[config.mk]
export PLATFORM = sky130hd
export DESIGN_NAME = fc_cal_tx
export DESIGN_NICKNAME = d
export VERILOG_FILES = /design/src/rtl/fc_cal_tx.sv
export SDC_FILE = /design/constraint.sdc
export NUM_CORES = 1
export LEC_CHECK = 0
export ABC_AREA = 0
export BUFFER_PORTS_ARGS = -buffer_cell sky130_fd_sc_hd__buf_2
export CORE_AREA = 2 2 107 109
export CTS_CLUSTER_DIAMETER = 40
export CTS_CLUSTER_SIZE = 12
export DETAILED_ROUTE_END_ITERATION = 7
export DIE_AREA = 0 0 109 111
export PLACE_DENSITY_LB_ADDON = 0.2
export SYNTH_ARGS = -nofsm -noshare
export SYNTH_HDL_FRONTEND = slang
export SYNTH_SLANG_ARGS = --single-unit
[constraint.sdc]
create_clock -name clk -period 2.4 [get_ports clk]
set_input_delay 0 -clock clk [delete_from_list [all_inputs] [get_ports clk]]
set_output_delay 0 -clock clk [all_outputs]
set_load 0.05 [all_outputs]
[src/rtl/fc_cal_tx.sv]
module fc_cal_tx #(
  parameter int N_MAX   = 256,
  parameter int GRP     = 16,
  parameter int CAL_LEN = 256
) (
  input  logic             clk,
  input  logic             rst_n,
  input  logic [N_MAX-1:0] xon_vec,
  input  logic             fc_req,
  output logic             fc_valid,
  output logic [GRP-1:0]   fc_bits,
  output logic             fc_cal_start
);
  localparam int NGRP_MAX = N_MAX / GRP;
  localparam int NGRP     = CAL_LEN / GRP;
  localparam int IW       = (NGRP_MAX > 1) ? $clog2(NGRP_MAX) : 1;
  localparam logic [IW-1:0] LAST = IW'(NGRP - 1);

  logic [IW-1:0]  grp_q;
  logic [GRP-1:0] slice;
  logic [GRP-1:0] rev;

  assign slice = xon_vec[grp_q*GRP +: GRP];

  for (genvar k = 0; k < GRP; k++) begin : g_rev
    assign rev[GRP-1-k] = slice[k];
  end

  always_ff @(posedge clk) begin
    if (!rst_n) begin
      grp_q        <= '0;
      fc_valid     <= 1'b0;
      fc_bits      <= '0;
      fc_cal_start <= 1'b0;
    end else begin
      fc_valid <= fc_req;
      if (fc_req) begin
        fc_bits      <= rev;
        fc_cal_start <= (grp_q == '0);
        grp_q        <= (grp_q == LAST) ? '0 : grp_q + 1'b1;
      end
    end
  end
endmodule

==> flow_summary.yaml <==
cts:
  cts-buffers-inserted: 3
  clock_insertion_delay_worst_skew_ns: 0.26
  cts.htree.levels: 1
  ctsLongestPathBuffers: 2
  worst_setup_hold_path_clk_slew_ns: 0.07
  cts.hold.buffers_added: 0
  cts_tree: "built"
  number_of_sinks_handled_by_clock_tree_synthesis: 22
  post-cts-setup-buffers: 0
  clock_tree.root_cell: "clkbuf_16"
  cts.repair.resized: 0
grt:
  antenna_found_initial: 0
  globalRoute.totalOverflow: 0
  first_global_vias: 3340
  grt_first_pass_wirelength_um: 16800
  grt_use_total_pct: 17.9
  grt_start_max_net_pins: 51
synth:
  synth_fp_nets: 499
  ys_seq_area_share_pct: 15.9
  ys_ff_latch: 22
  yosys_most_used_dff: "dfxtp_1"
  synth.largest_area_cell: "mux4_2"
  yosysWarningCount: 0
  synth_cell_types: 29
  synth.top_cell.area_share_pct: 35.0
  synth.avg_cell_area_um2: 11.6
  post_synth_main_area_contributors: "mux4_2, dfxtp_1, mux2i_1"
  synthCells: 238
  count_of_flip_flops_with_a_built_in_enable_after_synthesis: 0
  synthArstFlopShare_pct: 0
  area_of_the_mapped_netlist_um2: 2770
flow_run:
  drv.max_cap_violation_count: 0
finish:
  flow.area_growth_from_synthesis_pct: 58.2
  insertedDiodeCount: 0
  instances_no_fill: 643
  final_nets: 762
  drive_gt1_share_pct: 68.0
sta:
  post-route-period-util_pct: 81.5
  rsz_0062_raised_after_global_routing: "no"
  fin_skew_ns: 0.00928
  hold_viol_final: 0
  period_minus_slack_ns: 1.96
  final_tns_setup_ns: 0
  final_max_slew_violation_count: 0
  tightest_pin_transition_ns: 0.672
  final_setup_viols: 0
  worst_slew_margin_rel_pct: 55.1
  achievable-frequency_mhz: 511
power:
  internal_power_mw: 1.11
  net-switching-power_uw: 490
  power.sequential.fraction_pct: 25.9
  ir_drop_mv: 0.213
  powerDensity_nw_per_um2: 366
  clkPwrFrac_pct: 29.9
  swShare_pct: 30.6
  power.combinational.fraction_pct: 44.3
  total_leakage_power_nw: 2.01
  fin_total_pwr_mw: 1.60
place:
  dpl.hpwl_um: 9400
  io_buffer_count: 276
  dp_cells: 639
  gp_congestion: 0.839
worst_setup_path:
  timing.reg2reg.setup_slack_ns: 0.44
  r2r.worst_path.cells: 6
  required_ns: 2.54
  cp_data_arrival_time_ns: 2.10
  cp_max_fo: 22
  worstSetupStartpointType: "register"
  rr_startpoint: "grp_q[0]$_SDFFE_PN0P_"
  timing_worst_setup_path_type: "register to register"
  timing.rr.end: "fc_bits[0]$_SDFFE_PN0P_"
  critical_path.endpoint_type: "register"
floorplanning:
  num_io_pins: 277
  die_height_um: 111
  die-area_um2: 12100
  floorplan.die.width_um: 109
  floorplan.initialDensity_pct: 25.0
  core-area_um2: 11100
  floorplan.rows: 39
detailed_routing:
  drt_first_iter_violations: 116
  drt_wl_total_um: 11200
  route.detailed.drc: 0
  routedWlPerCell_um: 17.4
  final_antenna_net_count: 0
  dr_total_vias: 3233
  viasPerCell: 5.03
  dr.pass1.iters: 4
run_status:
  outcome: "finished, final reports clean"
hold_path:
  timing.hold.worst.start: "xon_vec[12]"
  min_path_cells: 5
  min-delay-path-class: "primary input to register"
  min_delay_worst_endpoint: "fc_bits[3]$_SDFFE_PN0P_"
through the flow:
stage	utilization [%]	instance area, um2	hold slack (ns)	setup slack, ns
6_report	39.6	4380	0.0996	0.444
5_1_grt	39.6	4380	0.111	0.276
4_1_cts	39.6	4380	0.103	0.413
3_5_place_dp	38.6	4280	0.371	0.413
3_3_place_gp	38.6	4280	0.369	0.443
2_1_floorplan	-	2770	0.128	0.724
metal layers:
| metal | vias to the layer above | wire length [um] | GRT usage [%] |
|---|---|---|---|
| li1 | 1533 | - | - |
| met1 | 1536 | 4320 | 22.1 |
| met2 | 147 | 5880 | 31.8 |
| met3 | 17 | 796 | 3.35 |
| met4 | 0 | 185 | 4.36 |
| met5 | - | 0 | 0 |
placed cells by master, fill, tap and decap left out, types with 7 or more instances in the layout:
cell type	count
mux4_1	8
nand2_1	9
o221ai_1	9
dfxtp_1	19
mux4_2	43
o21ai_0	12
a22oi_1	22
a21oi_1	20
buf_2	276
nor2b_1	7
mux2i_1	28
area by class of cell:
| class | instances | area (um2) |
|---|---|---|
| Inverter | 2 | 7.51 |
| Fill cell | 1123 | 6700 |
| Clock buffer | 3 | 75.1 |
| Tap cell | 143 | 179 |
| Clock inverter | 1 | 30.0 |
| Sequential cell | 22 | 447 |
| Multi-Input combinational cell | 188 | 2160 |
| Timing Repair Buffer | 284 | 1480 |
worst max path at each step:
stage                               start                        to  slack [ns]  cells after the start
global placement    grp_q[0]$_SDFFE_PN0P_  fc_bits[11]$_SDFFE_PN0P_        0.44                      4
detailed placement  grp_q[0]$_SDFFE_PN0P_   fc_bits[0]$_SDFFE_PN0P_        0.41                      6
floorplan           grp_q[0]$_SDFFE_PN0P_  fc_bits[12]$_SDFFE_PN0P_        0.72                      6
finish              grp_q[0]$_SDFFE_PN0P_   fc_bits[0]$_SDFFE_PN0P_        0.44                      6
global route        grp_q[0]$_SDFFE_PN0P_   fc_bits[0]$_SDFFE_PN0P_        0.28                      6
CTS                 grp_q[0]$_SDFFE_PN0P_   fc_bits[0]$_SDFFE_PN0P_        0.41                      6
kinds of logic after synthesis:
group	Yosys count	synth area share (%)
adder cells (fa/ha/maj)	2	0.903
multiplexers	85	55.1
buffers and inverters	28	5.96
flip-flops	22	15.9
XOR/XNOR	1	0.316
AO/OA/AOI/OAI	66	15.5
AND/OR/NAND/NOR	34	6.32
power groups by stage:
stage	logic [mW]	clock network, mW	registers [mW]
6_report	0.710	0.478	0.414
3_3_place_gp	0.707	0	0.422
5_1_grt	0.769	0.507	0.418
2_1_floorplan	0.342	0	0.500
4_1_cts	0.719	0.486	0.414
3_5_place_dp	0.718	0	0.422
Yosys cell counts, types with 2 or more instances:
library cell,number
mux2i_1,28
inv_1,2
mux2_2,6
nor2b_1,7
o221ai_1,9
a22oi_1,22
dfxtp_1,22
o21ai_0,12
buf_4,3
and2_1,4
mux4_1,8
mux4_2,43
nand3_1,6
buf_2,8
nand2_1,9
buf_1,3
nor2_1,5
clkbuf_1,8
a21oi_1,20
ha_1,2
buf_6,3
registers in the layout (all words and copies together), names as in the netlist:
register and flops:
grp_q 4, fc_bits 16, fc_valid 1, fc_cal_start 1
critical path, stage by stage, from the launching register on:
cell and delay, ns:
dfxtp_4 0.50, buf_4 0.40, buf_4 0.26, mux2i_1 0.22
o221ai_1 0.14, a21oi_1 0.22, a21oi_1 0.08
Power figures use the tool's default switching activity.
